**config.mk**
```make
export PLATFORM = sky130hd
export DESIGN_NAME = coh_line_ctrl
export DESIGN_NICKNAME = d
export VERILOG_FILES = /design/src/rtl/coh_pkg.sv /design/src/rtl/coh_line_slot.sv /design/src/rtl/coh_drain_pick.sv /design/src/rtl/coh_step.sv /design/src/rtl/coh_msg_out.sv /design/src/rtl/coh_line_ctrl.sv
export SDC_FILE = /design/constraint.sdc
export NUM_CORES = 1
export LEC_CHECK = 0
export CAP_MARGIN = 20
export CORE_MARGIN = 2
export CORE_UTILIZATION = 35
export CTS_CLUSTER_SIZE = 24
export DETAILED_ROUTE_END_ITERATION = 8
export GPL_TIMING_DRIVEN = 0
export HOLD_SLACK_MARGIN = 0.06
export SYNTH_ARGS = -nofsm -noshare
export SYNTH_HDL_FRONTEND = slang
export SYNTH_HIERARCHICAL = 1
export SYNTH_SLANG_ARGS = --single-unit
```
**constraint.sdc**
```tcl
create_clock -name clk_i -period 3.7 [get_ports clk_i]
set_input_delay 0.925 -clock clk_i [delete_from_list [all_inputs] [get_ports clk_i]]
set_output_delay 0.925 -clock clk_i [all_outputs]
set_load 0.01 [all_outputs]
```
**src/rtl/coh_pkg.sv**
```systemverilog
package coh_pkg;

  typedef enum logic [2:0] {
    ST_I    = 3'd0,
    ST_S    = 3'd1,
    ST_M    = 3'd2,
    ST_ISD  = 3'd3,
    ST_IMAD = 3'd4,
    ST_SMAD = 3'd5,
    ST_IMA  = 3'd6,
    ST_SMA  = 3'd7
  } line_st_e;

  typedef enum logic [1:0] {
    NI_DATA    = 2'd0,
    NI_INV     = 2'd1,
    NI_INVACK  = 2'd2,
    NI_FWDGETM = 2'd3
  } net_in_e;

  typedef enum logic [1:0] {
    NO_GETS   = 2'd0,
    NO_GETM   = 2'd1,
    NO_INVACK = 2'd2,
    NO_DATA   = 2'd3
  } net_out_e;

  // waiting on data and/or acks
  function automatic logic is_pending(line_st_e s);
    return (s == ST_IMAD) || (s == ST_SMAD) || (s == ST_IMA) || (s == ST_SMA);
  endfunction

  function automatic logic is_stable(line_st_e s);
    return (s == ST_I) || (s == ST_S) || (s == ST_M);
  endfunction

endpackage

```
**src/rtl/coh_line_slot.sv**
```systemverilog
module coh_line_slot
  import coh_pkg::*;
#(
  parameter int ID_W  = 3,
  parameter int CNT_W = 4
) (
  input  logic                    clk_i,
  input  logic                    rst_ni,
  input  logic                    upd_i,
  input  line_st_e                st_d_i,
  input  logic signed [CNT_W-1:0] cnt_d_i,
  input  logic                    held_d_i,
  input  logic [ID_W-1:0]         hsrc_d_i,
  output line_st_e                st_o,
  output logic signed [CNT_W-1:0] cnt_o,
  output logic                    held_o,
  output logic [ID_W-1:0]         hsrc_o
);

  always_ff @(posedge clk_i or negedge rst_ni) begin
    if (!rst_ni) begin
      st_o   <= ST_I;
      cnt_o  <= '0;
      held_o <= 1'b0;
      hsrc_o <= '0;
    end else if (upd_i) begin
      st_o   <= st_d_i;
      cnt_o  <= cnt_d_i;
      held_o <= held_d_i;
      hsrc_o <= hsrc_d_i;
    end
  end

  assert_held_state_R5: assert property (@(posedge clk_i) disable iff (!rst_ni)
    held_o |-> !((st_o == ST_I) || (st_o == ST_S) || (st_o == ST_ISD)));

  assert_cnt_pos_R6: assert property (@(posedge clk_i) disable iff (!rst_ni)
    ((st_o == ST_IMA) || (st_o == ST_SMA)) |-> (cnt_o > 0));

  assert_hsrc_kept_R10: assert property (@(posedge clk_i) disable iff (!rst_ni)
    held_o |=> (!held_o || $stable(hsrc_o)));

endmodule

```
**src/rtl/coh_drain_pick.sv**
```systemverilog
module coh_drain_pick #(
  parameter int N     = 4,
  parameter int IDX_W = 2
) (
  input  logic [N-1:0]     req_i,
  output logic             vld_o,
  output logic [IDX_W-1:0] idx_o
);

  // lowest index wins
  always_comb begin
    vld_o = 1'b0;
    idx_o = '0;
    for (int i = N - 1; i >= 0; i--) begin
      if (req_i[i]) begin
        vld_o = 1'b1;
        idx_o = IDX_W'(i);
      end
    end
  end

endmodule

```
**src/rtl/coh_step.sv**
```systemverilog
module coh_step
  import coh_pkg::*;
#(
  parameter int              ID_W   = 3,
  parameter int              ACK_W  = 3,
  parameter int              CNT_W  = 4,
  parameter logic [ID_W-1:0] DIR_ID = '0
) (
  input  logic                    do_drain_i,
  input  logic                    do_net_i,
  input  logic                    do_l1_i,
  input  net_in_e                 mtype_i,
  input  logic [ID_W-1:0]         msrc_i,
  input  logic [ACK_W-1:0]        macks_i,
  input  logic                    l1_write_i,
  input  line_st_e                st_i,
  input  logic signed [CNT_W-1:0] cnt_i,
  input  logic                    held_i,
  input  logic [ID_W-1:0]         hsrc_i,
  output line_st_e                st_o,
  output logic signed [CNT_W-1:0] cnt_o,
  output logic                    held_o,
  output logic [ID_W-1:0]         hsrc_o,
  output logic                    emit_o,
  output net_out_e                otype_o,
  output logic [ID_W-1:0]         odst_o,
  output logic                    inv_o,
  output logic                    hit_o,
  output logic                    err_o
);

  logic signed [CNT_W-1:0] sum, dec;
  assign sum = cnt_i + $signed({{(CNT_W-ACK_W){1'b0}}, macks_i});
  assign dec = cnt_i - CNT_W'(1);

  always_comb begin
    st_o    = st_i;
    cnt_o   = cnt_i;
    held_o  = held_i;
    hsrc_o  = hsrc_i;
    emit_o  = 1'b0;
    otype_o = NO_GETS;
    odst_o  = DIR_ID;
    inv_o   = 1'b0;
    hit_o   = 1'b0;
    err_o   = 1'b0;
    if (do_drain_i) begin
      emit_o  = 1'b1;
      otype_o = NO_DATA;
      odst_o  = hsrc_i;
      inv_o   = 1'b1;
      st_o    = ST_I;
      held_o  = 1'b0;
    end else if (do_net_i) begin
      unique case (mtype_i)
        NI_DATA: begin
          if (st_i == ST_ISD) begin
            st_o = ST_S;
          end else if ((st_i == ST_IMAD) || (st_i == ST_SMAD)) begin
            if (sum == 0) begin
              st_o  = ST_M;
              cnt_o = '0;
            end else begin
              st_o  = (st_i == ST_IMAD) ? ST_IMA : ST_SMA;
              cnt_o = sum;
            end
          end else begin
            err_o = 1'b1;
          end
        end
        NI_INV: begin
          if ((st_i == ST_S) || (st_i == ST_SMAD)) begin
            st_o    = (st_i == ST_S) ? ST_I : ST_IMAD;
            emit_o  = 1'b1;
            otype_o = NO_INVACK;
            odst_o  = msrc_i;
            inv_o   = 1'b1;
          end else begin
            err_o = 1'b1;
          end
        end
        NI_INVACK: begin
          if (is_pending(st_i)) begin
            cnt_o = dec;
            if (((st_i == ST_IMA) || (st_i == ST_SMA)) && (dec == 0)) st_o = ST_M;
          end else begin
            err_o = 1'b1;
          end
        end
        NI_FWDGETM: begin
          if (st_i == ST_M) begin
            emit_o  = 1'b1;
            otype_o = NO_DATA;
            odst_o  = msrc_i;
            inv_o   = 1'b1;
            st_o    = ST_I;
          end else if (is_pending(st_i)) begin
            held_o = 1'b1;
            hsrc_o = msrc_i;
          end else begin
            err_o = 1'b1;
          end
        end
        default: err_o = 1'b1;
      endcase
    end else if (do_l1_i) begin
      unique case (st_i)
        ST_I: begin
          emit_o  = 1'b1;
          otype_o = l1_write_i ? NO_GETM : NO_GETS;
          st_o    = l1_write_i ? ST_IMAD : ST_ISD;
        end
        ST_S: begin
          if (l1_write_i) begin
            emit_o  = 1'b1;
            otype_o = NO_GETM;
            st_o    = ST_SMAD;
          end else begin
            hit_o = 1'b1;
          end
        end
        ST_M:    hit_o = 1'b1;
        default: err_o = 1'b1;
      endcase
    end
  end

endmodule

```
**src/rtl/coh_msg_out.sv**
```systemverilog
module coh_msg_out
  import coh_pkg::*;
#(
  parameter int IDX_W = 2,
  parameter int ID_W  = 3
) (
  input  logic             clk_i,
  input  logic             rst_ni,
  input  logic             load_i,
  input  net_out_e         type_i,
  input  logic [IDX_W-1:0] addr_i,
  input  logic [ID_W-1:0]  dst_i,
  input  logic             ready_i,
  output logic             valid_o,
  output logic [1:0]       type_o,
  output logic [IDX_W-1:0] addr_o,
  output logic [ID_W-1:0]  dst_o
);

  always_ff @(posedge clk_i or negedge rst_ni) begin
    if (!rst_ni) begin
      valid_o <= 1'b0;
      type_o  <= '0;
      addr_o  <= '0;
      dst_o   <= '0;
    end else if (load_i) begin
      valid_o <= 1'b1;
      type_o  <= type_i;
      addr_o  <= addr_i;
      dst_o   <= dst_i;
    end else if (ready_i) begin
      valid_o <= 1'b0;
    end
  end

  assert_out_hold_R14: assert property (@(posedge clk_i) disable iff (!rst_ni)
    (valid_o && !ready_i) |=> (valid_o && $stable(type_o) && $stable(addr_o) && $stable(dst_o)));

endmodule

```
**src/rtl/coh_line_ctrl.sv**
```systemverilog
module coh_line_ctrl
  import coh_pkg::*;
#(
  parameter int              NUM_LINES = 4,
  parameter int              ID_W      = 3,
  parameter int              ACK_W     = 3,
  parameter logic [ID_W-1:0] DIR_ID    = '0,
  localparam int             IDX_W     = (NUM_LINES > 1) ? $clog2(NUM_LINES) : 1,
  localparam int             CNT_W     = ACK_W + 1
) (
  input  logic             clk_i,
  input  logic             rst_ni,
  input  logic             l1_req_valid_i,
  output logic             l1_req_ready_o,
  input  logic             l1_req_write_i,
  input  logic [IDX_W-1:0] l1_req_addr_i,
  input  logic             net_in_valid_i,
  output logic             net_in_ready_o,
  input  logic [1:0]       net_in_type_i,
  input  logic [IDX_W-1:0] net_in_addr_i,
  input  logic [ID_W-1:0]  net_in_src_i,
  input  logic [ACK_W-1:0] net_in_acks_i,
  output logic             net_out_valid_o,
  input  logic             net_out_ready_i,
  output logic [1:0]       net_out_type_o,
  output logic [IDX_W-1:0] net_out_addr_o,
  output logic [ID_W-1:0]  net_out_dst_o,
  output logic             l1_inv_valid_o,
  output logic [IDX_W-1:0] l1_inv_addr_o,
  output logic             l1_hit_o,
  output logic             err_o
);

  line_st_e                st_q   [NUM_LINES];
  logic signed [CNT_W-1:0] cnt_q  [NUM_LINES];
  logic [ID_W-1:0]         hsrc_q [NUM_LINES];
  logic [NUM_LINES-1:0]    held_q;
  logic [NUM_LINES-1:0]    drain_req;

  net_in_e mtype;
  assign mtype = net_in_e'(net_in_type_i);

  logic             drain_vld, slot_free, drain_go, net_go, l1_go, any_go;
  logic [IDX_W-1:0] drain_idx, sel_idx;

  for (genvar g = 0; g < NUM_LINES; g++) begin : g_req
    assign drain_req[g] = held_q[g] && (st_q[g] == ST_M);
  end

  coh_drain_pick #(.N(NUM_LINES), .IDX_W(IDX_W)) u_pick (
    .req_i (drain_req),
    .vld_o (drain_vld),
    .idx_o (drain_idx)
  );

  assign slot_free      = !net_out_valid_o || net_out_ready_i;
  assign net_in_ready_o = slot_free && !drain_vld &&
                          !((mtype == NI_FWDGETM) && held_q[net_in_addr_i]);
  assign l1_req_ready_o = slot_free && !drain_vld && !net_in_valid_i &&
                          is_stable(st_q[l1_req_addr_i]);

  assign drain_go = drain_vld && slot_free;
  assign net_go   = net_in_valid_i && net_in_ready_o;
  assign l1_go    = l1_req_valid_i && l1_req_ready_o;
  assign any_go   = drain_go || net_go || l1_go;
  assign sel_idx  = drain_go ? drain_idx : (net_go ? net_in_addr_i : l1_req_addr_i);

  line_st_e                st_d;
  logic signed [CNT_W-1:0] cnt_d;
  logic                    held_d;
  logic [ID_W-1:0]         hsrc_d;
  logic                    emit_c, inv_c, hit_c, err_c;
  net_out_e                otype_c;
  logic [ID_W-1:0]         odst_c;

  coh_step #(.ID_W(ID_W), .ACK_W(ACK_W), .CNT_W(CNT_W), .DIR_ID(DIR_ID)) u_step (
    .do_drain_i (drain_go),
    .do_net_i   (net_go),
    .do_l1_i    (l1_go),
    .mtype_i    (mtype),
    .msrc_i     (net_in_src_i),
    .macks_i    (net_in_acks_i),
    .l1_write_i (l1_req_write_i),
    .st_i       (st_q[sel_idx]),
    .cnt_i      (cnt_q[sel_idx]),
    .held_i     (held_q[sel_idx]),
    .hsrc_i     (hsrc_q[sel_idx]),
    .st_o       (st_d),
    .cnt_o      (cnt_d),
    .held_o     (held_d),
    .hsrc_o     (hsrc_d),
    .emit_o     (emit_c),
    .otype_o    (otype_c),
    .odst_o     (odst_c),
    .inv_o      (inv_c),
    .hit_o      (hit_c),
    .err_o      (err_c)
  );

  for (genvar g = 0; g < NUM_LINES; g++) begin : g_line
    coh_line_slot #(.ID_W(ID_W), .CNT_W(CNT_W)) u_slot (
      .clk_i    (clk_i),
      .rst_ni   (rst_ni),
      .upd_i    (any_go && (sel_idx == IDX_W'(g))),
      .st_d_i   (st_d),
      .cnt_d_i  (cnt_d),
      .held_d_i (held_d),
      .hsrc_d_i (hsrc_d),
      .st_o     (st_q[g]),
      .cnt_o    (cnt_q[g]),
      .held_o   (held_q[g]),
      .hsrc_o   (hsrc_q[g])
    );

    assert_illegal_keep_R11: assert property (@(posedge clk_i) disable iff (!rst_ni)
      (net_go && (net_in_addr_i == IDX_W'(g)) && (mtype == NI_INVACK) && !is_pending(st_q[g]))
      |=> (err_o && $stable(st_q[g])));

    assert_drain_serve_R6: assert property (@(posedge clk_i) disable iff (!rst_ni)
      (drain_req[g] && slot_free && (drain_idx == IDX_W'(g)))
      |=> ((st_q[g] == ST_I) && l1_inv_valid_o && (net_out_type_o == 2'(NO_DATA))));
  end

  coh_msg_out #(.IDX_W(IDX_W), .ID_W(ID_W)) u_out (
    .clk_i   (clk_i),
    .rst_ni  (rst_ni),
    .load_i  (any_go && emit_c),
    .type_i  (otype_c),
    .addr_i  (sel_idx),
    .dst_i   (odst_c),
    .ready_i (net_out_ready_i),
    .valid_o (net_out_valid_o),
    .type_o  (net_out_type_o),
    .addr_o  (net_out_addr_o),
    .dst_o   (net_out_dst_o)
  );

  always_ff @(posedge clk_i or negedge rst_ni) begin
    if (!rst_ni) begin
      l1_inv_valid_o <= 1'b0;
      l1_inv_addr_o  <= '0;
      l1_hit_o       <= 1'b0;
      err_o          <= 1'b0;
    end else begin
      l1_inv_valid_o <= any_go && inv_c;
      if (any_go && inv_c) l1_inv_addr_o <= sel_idx;
      l1_hit_o       <= any_go && hit_c;
      err_o          <= any_go && err_c;
    end
  end

  assert_smad_inv_R4: assert property (@(posedge clk_i) disable iff (!rst_ni)
    (net_go && (mtype == NI_INV) && (st_q[net_in_addr_i] == ST_SMAD))
    |=> (l1_inv_valid_o && net_out_valid_o && (net_out_type_o == 2'(NO_INVACK))));

endmodule

```
==> results.yml <==
global_route:
  grt_pass1_vias: 3063
  grt_use_met2_pct: 28.98
  grtUsageMet1_pct: 26.27
  grt_pass1_wl_um: 16690
  grt.busiest_layer: "met2"
  grt_use_met3_pct: 3.692
  grt_usage_pct: 18.86
  grt_max_degree: 33
  antenna_found_initial: 0
  overflow: 0
placed_design:
  hpwlAfterDp_um: 6861
  port_buffers: 32
  finalWeightedCongestion: 0.8516
  placed_cells: 528
  place_area_sq_mm: 0.004325
sta:
  clock_skew_ns: 0.01761
  fin_crit_ns: 3.970
  hold_viol: 0
  setup_viol: 23
  tightest_slew_ns: 0.7462
  rsz0062_at_grt: "true"
  timing.final.ws_setup_ns: -0.2703
  max_freq_mhz: 251.9
  min_period_over_period_pct: 107.3
  max_slew_margin_pct: 50.26
  drv_slew: 0
critical_path:
  crit_fanout: 5
  start_kind: "flop"
  startpoint: "g_line[3].u_slot/held_o$_DFFE_PN0P_"
  crit_path_end_kind: "flop"
  worstReg2RegStart: "g_line[3].u_slot/held_o$_DFFE_PN0P_"
  path_class: "reg2reg"
  cp.arrival_ns: 4.19
  required_ns: 3.92
clock_tree:
  clk_path_buf_depth: 2
  tritoncts: "done"
  clock_tree.root_cell: "clkbuf_8"
  htree_levels: 3
  insertion_delay_ns: 0.35
  clkTransAtPathRegs_ns: 0.07
  postCtsHoldBufs: 0
  cts_buffers: 9
  tritoncts_num_sinks: 57
floorplanning:
  rows: 37
  die_area_sq_mm: 0.01151
  die_h_um: 107.3
  io_pins: 33
  die_x_um: 107.3
  start_util_pct: 36.18
  fp.coreArea_sq_mm: 0.01032
run_status:
  status: "finished, violations left"
  violations: "setup timing"
layout:
  final_common_cell: "dfrtp_1"
  nNetsFinal: 471
  instances_no_fill: 588
  n_antenna_cell: 0
  design_area_sq_mm: 0.005189
  syn_to_final_growth_pct: 38.93
  final_layout_size_suffix_gt1_share_pct: 45.13
  layout_common_cells: "dfrtp_1 (55), mux2_4 (51), nand2_1 (47)"
synthesis:
  synth.net_count: 383
  synthArstFlopShare_pct: 100.0
  synth_cell_type_count: 60
  ys.flop_type: "dfrtp_1"
  netlist_instances: 359
  ys_seq_elements: 57
  seq_area_frac_synth_pct: 38.19
  avgSynthCellArea_sq_um: 10.40
  synth-edff-count: 0
  syn-cell-area_sq_mm: 0.003735
  yosys_warnings: 6
routing:
  drt_iter0_drc: 244
  vias: 3185
  drt_pass1_iterations: 5
  viasPerCell: 5.417
  drc: 0
  wl_per_cell_um: 18.21
  drtAntennaViolNets: 0
  postRouteWirelength_um: 10710
hold_path:
  hp-start: "g_line[2].u_slot/cnt_o[1]$_DFFE_PN0P_"
  hold_path.class: "reg2reg"
flow_run:
  maxCapViolCount: 0
==> cell families (layout without fill, tap and decap cells) <==
logic type | Yosys count | in the layout | synth area share [%]
XOR/XNOR | 1 | 1 | 0.2345
multiplexers | 59 | 59 | 22.41
buffers and inverters | 38 | 131 | 5.863
AND/OR/NAND/NOR | 114 | 114 | 14.84
AO/OA/AOI/OAI | 84 | 84 | 16.25
adder cells (fa/ha/maj) | 6 | 6 | 2.211
flip-flops | 57 | 57 | 38.19
==> cell type report <==
type	instances	area [sq um]
buffer	20	187.7
clock buffer	10	137.6
clock inverter	6	66.31
fill	915	5135
inverter	17	66.31
multi-input combinational	264	2456
sequential	57	1429
tap	136	170.2
timing repair buffer	78	675.6
==> routing by layer <==
metal  wire (um)  share of wire, %  vias to the layer above
li1            -                 -                     1491
met1        4747                44                     1575
met2        5021                47                       99
met3         682               6.4                       20
met4         256               2.4                        0
met5           0                 0                        -
==> critical path, cell delays in order (launching register included) <==
cell,delay [ns]
dfrtp_2,0.44
nand2_2,0.10
nor3_4,0.05
nor2_2,0.17
nand2_2,0.11
inv_2,0.09
o2111ai_4,0.13
o31a_1,0.31
o2bb2ai_4,0.18
inv_4,0.13
buf_12,0.13
nand2_4,0.05
a32oi_4,0.25
ha_2,0.23
inv_2,0.04
fa_2,0.34
xnor2_2,0.16
nor4b_2,0.26
o21a_2,0.24
a311oi_4,0.13
mux2_4,0.28
==> repair_timing <==
item	CTS	global route
resized for setup	51	48
pin swaps	19	19
setup buffers	27	19
endpoints found under the hold margin	0	0
setup endpoints to repair	58	51
==> through the flow <==
stage	setup TNS (ns)	util (%)	setup slack (ns)	hold WS, ns
3_5_place_dp	-66.99	41.90	-1.713	0.4921
3_3_place_gp	-70.27	41.75	-1.639	0.4939
5_1_grt	-7.447	50.26	-0.3634	0.5311
6_report	-3.419	50.26	-0.2703	0.5144
4_1_cts	-5.284	47.45	-0.4088	0.5153
2_1_floorplan	-3.566	-	-0.3181	0.4817
==> flip-flops by register name, indices dropped and copies added (netlist names) <==
| name | cells |
|---|---|
| err_o | 1 |
| g_line.u_slot/cnt_o | 16 |
| g_line.u_slot/held_o | 4 |
| g_line.u_slot/hsrc_o | 12 |
| g_line.u_slot/st_o | 12 |
| l1_hit_o | 1 |
| l1_inv_addr_o | 2 |
| l1_inv_valid_o | 1 |
| u_out/addr_o | 2 |
| u_out/dst_o | 3 |
| u_out/type_o | 2 |
| u_out/valid_o | 1 |
==> synth_stat cells (all sizes together), types with 3 or more instances <==
cell type	count	area share (%)
a211oi	4	0.80
a21o	3	0.64
a21oi	28	4.1
a32oi	11	2.6
and2	4	0.67
buf	20	4.0
dfrtp	57	38
ha	5	1.7
inv	17	1.8
mux2	56	22
mux2i	3	0.80
nand2	54	5.4
nand2b	6	1.0
nand3	5	0.67
nand4	3	0.50
nor2	15	1.5
nor3	12	1.9
nor4b	4	0.94
o21ai	12	1.6
o21bai	3	0.70
o22ai	4	0.67
==> worst paths after layout <==
path | slack, ns | cells after the start | endpoint
setup / recovery | -0.27 | 20 | g_line[0].u_slot/st_o[2]$_DFFE_PN0P_
hold / removal | 0.51 | 1 | g_line[2].u_slot/cnt_o[1]$_DFFE_PN0P_
setup reg to reg | -0.27 | 20 | g_line[0].u_slot/st_o[2]$_DFFE_PN0P_
hold reg to reg | 0.51 | 1 | g_line[2].u_slot/cnt_o[1]$_DFFE_PN0P_
max in group asynchronous | 2.50 | 2 | g_line[0].u_slot/st_o[1]$_DFFE_PN0P_
min in group asynchronous | 0.59 | 1 | l1_inv_valid_o$_DFF_PN0_
Power is left out: the tool's default activity adds up to more than one toggle a clock period on the data nets, which glitch-free logic cannot reach.
